### src/rtl/shunt_pkg.sv
package shunt_pkg;

  // Datapath-to-control status strobes, valid for one cycle
  typedef struct packed {
    logic pulseDone;   // falling edge of a measured pulse
    logic pulseBit;    // width above the bit threshold
    logic pulseGlitch; // width too short to count
    logic pulseLong;   // width beyond the longest legal pulse
    logic gapExpired;  // idle timeout inside a partial frame
  } dpStat_t;

  // Control-to-datapath strobes and levels
  typedef struct packed {
    logic shiftEn;  // push pulseBit into the frame register
    logic frameClr; // drop the partial frame
    logic inFrame;  // a partial frame is pending
  } ctlCmd_t;

endpackage

### src/rtl/shunt_pulse_dp.sv
module shunt_pulse_dp
  import shunt_pkg::*;
#(
  parameter int SYNC_STAGES = 2,
  parameter int GLITCH_MAX  = 2,
  parameter int BIT_THRESH  = 12,
  parameter int LONG_MAX    = 37,
  parameter int GAP_TIMEOUT = 64,
  parameter int FRAME_W     = 5
) (
  input  logic               clk,
  input  logic               rst,
  input  logic               lineIn,
  input  ctlCmd_t            cmd,
  output dpStat_t            stat,
  output logic [FRAME_W-1:0] frameBits
);

  localparam int WIDTH_W = $clog2(LONG_MAX + 2);
  localparam int GAP_W   = $clog2(GAP_TIMEOUT + 1);

  logic [SYNC_STAGES-1:0] syncQ;
  logic                   lineNow;
  logic                   lineDly;
  logic [WIDTH_W-1:0]     widthCnt;
  logic [GAP_W-1:0]       gapCnt;

  always_ff @(posedge clk) begin
    if (rst) begin
      syncQ   <= '0;
      lineDly <= 1'b0;
    end else begin
      syncQ   <= {syncQ[SYNC_STAGES-2:0], lineIn};
      lineDly <= lineNow;
    end
  end

  assign lineNow = syncQ[SYNC_STAGES-1];

  // Width counter: counts high cycles, saturates one past the longest legal width
  always_ff @(posedge clk) begin
    if (rst) begin
      widthCnt <= '0;
    end else if (lineNow) begin
      if (widthCnt != WIDTH_W'(LONG_MAX + 1)) widthCnt <= widthCnt + 1'b1;
    end else begin
      widthCnt <= '0;
    end
  end

  // Idle-gap counter, only runs while a partial frame is pending
  always_ff @(posedge clk) begin
    if (rst || lineNow || !cmd.inFrame) begin
      gapCnt <= '0;
    end else if (gapCnt != GAP_W'(GAP_TIMEOUT)) begin
      gapCnt <= gapCnt + 1'b1;
    end
  end

  always_comb begin
    stat.pulseDone   = lineDly & ~lineNow;
    stat.pulseGlitch = widthCnt <= WIDTH_W'(GLITCH_MAX);
    stat.pulseLong   = widthCnt >  WIDTH_W'(LONG_MAX);
    stat.pulseBit    = widthCnt >  WIDTH_W'(BIT_THRESH);
    stat.gapExpired  = cmd.inFrame & ~lineNow & (gapCnt == GAP_W'(GAP_TIMEOUT - 1));
  end

  // Frame shift register, newest bit at the LSB
  always_ff @(posedge clk) begin
    if (rst || cmd.frameClr) begin
      frameBits <= '0;
    end else if (cmd.shiftEn) begin
      frameBits <= {frameBits[FRAME_W-2:0], stat.pulseBit};
    end
  end

  // The width measure restarts after every pulse end
  p_width_restart_r3: assert property (@(posedge clk) disable iff (rst)
    stat.pulseDone |=> (widthCnt == '0));

  // A saturated width stays saturated while the line is high
  p_width_sat_r6: assert property (@(posedge clk) disable iff (rst)
    (lineNow && widthCnt == WIDTH_W'(LONG_MAX + 1)) |=> $stable(widthCnt));

endmodule

### src/rtl/shunt_frame_ctl.sv
module shunt_frame_ctl
  import shunt_pkg::*;
#(
  parameter int ADDR_W  = 4,
  parameter int FRAME_W = ADDR_W + 1
) (
  input  logic               clk,
  input  logic               rst,
  input  dpStat_t            stat,
  input  logic [FRAME_W-1:0] frameBits,
  input  logic [ADDR_W-1:0]  strapAddr,
  input  logic               ovFlag,
  output ctlCmd_t            cmd,
  output logic               shuntEn,
  output logic               frameStrobe
);

  localparam int CNT_W = $clog2(FRAME_W);

  logic [CNT_W-1:0] bitCnt;
  logic             frameReady;
  logic             goodPulse;
  logic             abortFrame;
  logic             lastBit;
  logic             addrHit;

  always_comb begin
    goodPulse    = stat.pulseDone & ~stat.pulseGlitch & ~stat.pulseLong;
    abortFrame   = (stat.pulseDone & stat.pulseLong) | stat.gapExpired;
    lastBit      = bitCnt == CNT_W'(FRAME_W - 1);
    cmd.shiftEn  = goodPulse & ~abortFrame;
    cmd.frameClr = abortFrame;
    cmd.inFrame  = bitCnt != '0;
    addrHit      = frameReady & (frameBits[FRAME_W-1:1] == strapAddr);
  end

  always_ff @(posedge clk) begin
    if (rst) begin
      bitCnt     <= '0;
      frameReady <= 1'b0;
    end else begin
      frameReady <= goodPulse & ~abortFrame & lastBit;
      if (abortFrame)     bitCnt <= '0;
      else if (goodPulse) bitCnt <= lastBit ? '0 : bitCnt + 1'b1;
    end
  end

  // Shunt state: reset shorted, over-voltage forces and holds the short
  always_ff @(posedge clk) begin
    if (rst) begin
      shuntEn     <= 1'b1;
      frameStrobe <= 1'b0;
    end else begin
      frameStrobe <= addrHit;
      if (ovFlag)       shuntEn <= 1'b1;
      else if (addrHit) shuntEn <= frameBits[0];
    end
  end

  p_glitch_hold_r2: assert property (@(posedge clk) disable iff (rst)
    (stat.pulseDone && stat.pulseGlitch) |=> $stable(bitCnt));

  p_long_abort_r6: assert property (@(posedge clk) disable iff (rst)
    (stat.pulseDone && stat.pulseLong) |=> (bitCnt == '0 && !frameReady));

  p_gap_abort_r7: assert property (@(posedge clk) disable iff (rst)
    stat.gapExpired |=> (bitCnt == '0));

  p_ov_short_r8: assert property (@(posedge clk) disable iff (rst)
    ovFlag |=> shuntEn);

  p_release_strobed_r10: assert property (@(posedge clk) disable iff (rst)
    $fell(shuntEn) |-> frameStrobe);

  p_strobe_single_r10: assert property (@(posedge clk) disable iff (rst)
    frameStrobe |=> !frameStrobe);

endmodule

### src/rtl/shunt_cmd_ctrl.sv
module shunt_cmd_ctrl #(
  parameter int ADDR_W      = 4,
  parameter int SYNC_STAGES = 2,
  parameter int GLITCH_MAX  = 2,
  parameter int BIT_THRESH  = 12,
  parameter int LONG_MAX    = 37,
  parameter int GAP_TIMEOUT = 64
) (
  input  logic              clk,
  input  logic              rst,
  input  logic              cmdLine,
  input  logic [ADDR_W-1:0] strapAddr,
  input  logic              ovFlag,
  output logic              shuntEn,
  output logic              frameStrobe
);

  localparam int FRAME_W = ADDR_W + 1;

  shunt_pkg::dpStat_t   dpStat;
  shunt_pkg::ctlCmd_t   ctlCmd;
  logic [FRAME_W-1:0]   frameBits;

  shunt_pulse_dp #(
    .SYNC_STAGES(SYNC_STAGES),
    .GLITCH_MAX (GLITCH_MAX),
    .BIT_THRESH (BIT_THRESH),
    .LONG_MAX   (LONG_MAX),
    .GAP_TIMEOUT(GAP_TIMEOUT),
    .FRAME_W    (FRAME_W)
  ) i_dp (
    .clk      (clk),
    .rst      (rst),
    .lineIn   (cmdLine),
    .cmd      (ctlCmd),
    .stat     (dpStat),
    .frameBits(frameBits)
  );

  shunt_frame_ctl #(
    .ADDR_W (ADDR_W),
    .FRAME_W(FRAME_W)
  ) i_ctl (
    .clk        (clk),
    .rst        (rst),
    .stat       (dpStat),
    .frameBits  (frameBits),
    .strapAddr  (strapAddr),
    .ovFlag     (ovFlag),
    .cmd        (ctlCmd),
    .shuntEn    (shuntEn),
    .frameStrobe(frameStrobe)
  );

endmodule

### config.mk
export PLATFORM = sky130hd
export DESIGN_NAME = shunt_cmd_ctrl
export DESIGN_NICKNAME = d
export VERILOG_FILES = /design/src/rtl/shunt_pkg.sv /design/src/rtl/shunt_pulse_dp.sv /design/src/rtl/shunt_frame_ctl.sv /design/src/rtl/shunt_cmd_ctrl.sv
export SDC_FILE = /design/constraint.sdc
export NUM_CORES = 1
export LEC_CHECK = 0
export ABC_AREA = 1
export BUFFER_PORTS_ARGS = -buffer_cell sky130_fd_sc_hd__clkbuf_2
export CORE_MARGIN = 3
export CORE_UTILIZATION = 54
export DETAILED_ROUTE_END_ITERATION = 8
export GPL_ROUTABILITY_DRIVEN = 0
export GPL_TIMING_DRIVEN = 0
export PLACE_DENSITY_LB_ADDON = 0.12
export SLEW_MARGIN = 10
export SYNTH_ARGS = -nofsm -noshare
export SYNTH_HDL_FRONTEND = slang
export SYNTH_HIERARCHICAL = 1
export SYNTH_SLANG_ARGS = --single-unit
### constraint.sdc
create_clock -name clk -period 2.7 [get_ports clk]
set_clock_uncertainty 0.05 [all_clocks]
set_input_delay 0.27 -clock clk [delete_from_list [all_inputs] [get_ports clk]]
set_output_delay 0.27 -clock clk [all_outputs]
set_load 0.05 [all_outputs]
==> summary.md <==
| Metric | Value |
|---|---|
| Synth Cell Area | `roughly 0.0014 mm^2` |
| Worst setup path start | `i_dp/widthCnt[0]$_SDFFE_PP0P_` |
| Status | `complete, no violations` |
| Commonest non-fill, non-tap cell in the layout | `inv_1` |
| R2R cell count | `9` |
| H-tree depth | `1` |
| # hold bufs at CTS | `0` |
| Worst-path clk slew | `approximately 150 ps` |
| Fin nets | `~220` |
| RSZ-0062 raised after global routing | `no` |
| DRC | `0` |
| Area delta synth->final | `7.91%` |
| Initial Util | `between 60% and 70%` |
| Drt total wl | `about 2.4 mm` |
| Synth Warn # | `6` |
| Most frequent cells in the layout | `inv_1 (35), nor2_1 (32), nand2_1 (27), dfxtp_1 (27), o21ai_0 (12)` |
| Slew @ Worst Pin | `around 310 ps` |
| Grt ovf | `0` |
| Detailed placement HPWL | `about 1.9 mm` |
| Final setup viols | `0` |
| Setup TNS | `0 ps` |
| CP Data Arrival Time | `approximately 2200 ps` |
| Final worst path period share | `about three quarters` |
| R2R Path End | `i_dp/frameBits[2]$_SDFFE_PP0P_` |
| DR iter-0 viols | `32` |
| Part of the power in registers | `between 60% and 70%` |
| Internal power | `0.466 mW` |
| Max cap viols | `0` |
| Syn Inst Count | `between 150 and 200` |
| Std-Cell Core Area | `0.00232 mm^2` |
| Logic gate share of total power | `under 10%` |
| Clock Power Share | `around 29%` |
| Fraction of layout cells with a size suffix above 1 | `11.7%` |
| Vias | `around 1200` |
| Final hold viol count | `0` |
| Sw Ratio | `22.0%` |
| CTS Buf Count | `3` |
| Worst EP required | `2890 ps` |
| DR pass1 iterations | `4` |
| Diodes inserted | `0` |
| Std cell rows | `17` |
| Die area | `~0.0032 mm^2` |
| Setup Buffers After CTS | `0` |
| Die width | `56.8 um` |
| Sinks on the clock net | `27` |
| Peak supply drop | `0.346 mV` |
| Clock root cell | `clkbuf_4` |
| Worst setup EP type | `flop` |
| Worst setup SP type | `flop` |
| Wire per inst | `roughly 10 um` |
| Post-synth cell types | `25` |
| Sequential fraction of the synthesis area | `slightly below 40%` |
| IO Port Bufs | `9` |
| Pwr Total | `0.597 mW` |
| Max transition margin | `79.0%` |
| Die H | `~57 um` |
| First-pass GRT wire length | `between 4 and 5 mm` |
| Critical Path Fanout Max | `7` |
| Syn nets | `approximately 210` |
| Syn Area/Cell | `7.25 um^2` |
| Routed Antenna Nets | `0` |
| Reg2Reg Setup Slack | `roughly 670 ps` |
| Resize count post-CTS | `0` |
| Initial antenna violation count | `0` |
| Critical path endpoint | `i_dp/frameBits[2]$_SDFFE_PP0P_` |
| Slew Viols, Final | `0` |
| Fin crit period | `roughly 2000 ps` |
| Maximum clock path buffer count | `2` |
| Yosys reg bits | `27` |
| Clk_lat worst skew | `330 ps` |
| Gr usage total | `16.3%` |
| IO Count | `10` |
| Crit path kind | `reg -> reg` |
| Vias in the first global route | `1059` |
| Net switching power | `between 0.1 and 0.15 mW` |
| FMAX | `between 0.4 and 0.5 GHz` |
| P_leak | `between 0.6 and 0.7 nW` |
| Largest net degree at the start of global routing | `17` |
| Vias per cell | `between 4 and 5` |
| Hold Path Class | `in -> reg` |
| PD cells | `397 mW/mm^2` |
| CTS tree | `yes` |
| RR Startpoint | `i_dp/widthCnt[0]$_SDFFE_PP0P_` |
-- power groups by stage --
stage	sequential (mW)	combinational [mW]	clock (mW)
2_1_floorplan	0.411	0.0111	0
3_3_place_gp	0.411	0.0193	0
3_5_place_dp	0.411	0.0201	0
4_1_cts	0.403	0.0202	0.189
5_1_grt	0.403	0.0235	0.202
6_report	0.402	0.0201	0.174
-- worst min-delay path by stage --
stage,start,endpoint,slack [ps],cells past startpoint
2_1_floorplan,rst,i_dp/syncQ[0]$_SDFF_PP0_,290,1
3_3_place_gp,i_dp/syncQ[0]$_SDFF_PP0_,i_dp/syncQ[1]$_SDFF_PP0_,340,2
3_5_place_dp,i_dp/syncQ[0]$_SDFF_PP0_,i_dp/syncQ[1]$_SDFF_PP0_,360,2
4_1_cts,cmdLine,i_dp/syncQ[0]$_SDFF_PP0_,60,3
5_1_grt,cmdLine,i_dp/syncQ[0]$_SDFF_PP0_,60,3
6_report,cmdLine,i_dp/syncQ[0]$_SDFF_PP0_,70,3
-- synth_stat cells --
| cell | count | area, um^2 |
|---|---|---|
| nand4_1 | 5 | 31.3 |
| o2111a_1 | 1 | 11.3 |
| ha_1 | 8 | 100 |
| dfxtp_1 | 27 | 541 |
| nand2_1 | 27 | 101 |
| xnor2_1 | 2 | 17.5 |
| xor2_1 | 2 | 17.5 |
| inv_1 | 35 | 131 |
| buf_6 | 1 | 11.3 |
| buf_4 | 2 | 15.0 |
| o21bai_1 | 2 | 15.0 |
| nor3_1 | 4 | 20.0 |
| o21ai_1 | 1 | 5.00 |
| a21oi_1 | 11 | 55.1 |
| nor3b_1 | 1 | 7.51 |
| nor4_1 | 1 | 6.26 |
| nand2_2 | 1 | 6.26 |
| nand3_2 | 4 | 40.0 |
| a211oi_1 | 2 | 15.0 |
| nand3_1 | 7 | 35.0 |
| o21ai_0 | 12 | 60.1 |
| nor2_1 | 32 | 120 |
| nor2_4 | 1 | 11.3 |
| and3_1 | 1 | 6.26 |
| nor2_2 | 2 | 12.5 |
-- per-stage QoR --
stage                     instances  worst slack, ps  hold WS, ps  instance area, um^2  utilization, %
final                           233              673         70.1                 1500            64.8
after global routing            233              448         57.9                 1500            64.8
after CTS                       233              672         56.5                 1500            64.8
after detailed placement        229              685          358                 1470            63.5
after global placement          229              710          345                 1470            63.5
after floorplan                 192              924          291                 1390               -
-- metal layers --
| metal | vias to the layer above | global-route usage, % | wire [um] |
|---|---|---|---|
| li1 | 638 | - | - |
| met3 | 2 | 4.14 | 83 |
| met5 | - | 0 | 0 |
| met1 | 513 | 19.9 | 1220 |
| met2 | 11 | 28.5 | 1120 |
| met4 | 0 | 3.97 | 14 |
-- critical path, stage by stage, from the launching register on --
cell and delay [ps]:
dfxtp_1 460, inv_1 110, ha_1 240, o2111a_1 260, inv_1 80, nand2_2 100
nor2_1 280, inv_1 150, o21ai_0 160, a21oi_1 60
-- cell type report --
type / count / area (um^2)
fillers: 224 / 816
clock inverters: 1 / 7.51
repair buffers: 9 / 45.0
multi-input cells: 127 / 694
well taps: 28 / 35.0
plain buffers: 3 / 26.3
flip-flops and latches: 27 / 541
clock buffers: 3 / 22.5
inverters: 35 / 131
-- flip-flops by register name, summed over array words and instances (netlist names) --
name and flops:
i_ctl/frameStrobe 1, i_dp/frameBits 5, i_dp/syncQ 2, i_ctl/frameReady 1, i_ctl/shuntEn 1, i_dp/gapCnt 7, i_dp/lineDly 1, i_ctl/bitCnt 3
i_dp/widthCnt 6
-- logic make-up after synthesis --
kind of cell | Yosys count | synth area share (%)
adders and majority gates | 8 | 7.19
xor gates and xnor gates | 4 | 2.52
buffers and inverters | 38 | 11.3
DFF | 27 | 38.8
and+or+nand+nor | 86 | 28.6
AOI/OAI and AO/OA | 29 | 11.6
Note: power is estimated with default switching activity, not from simulation.
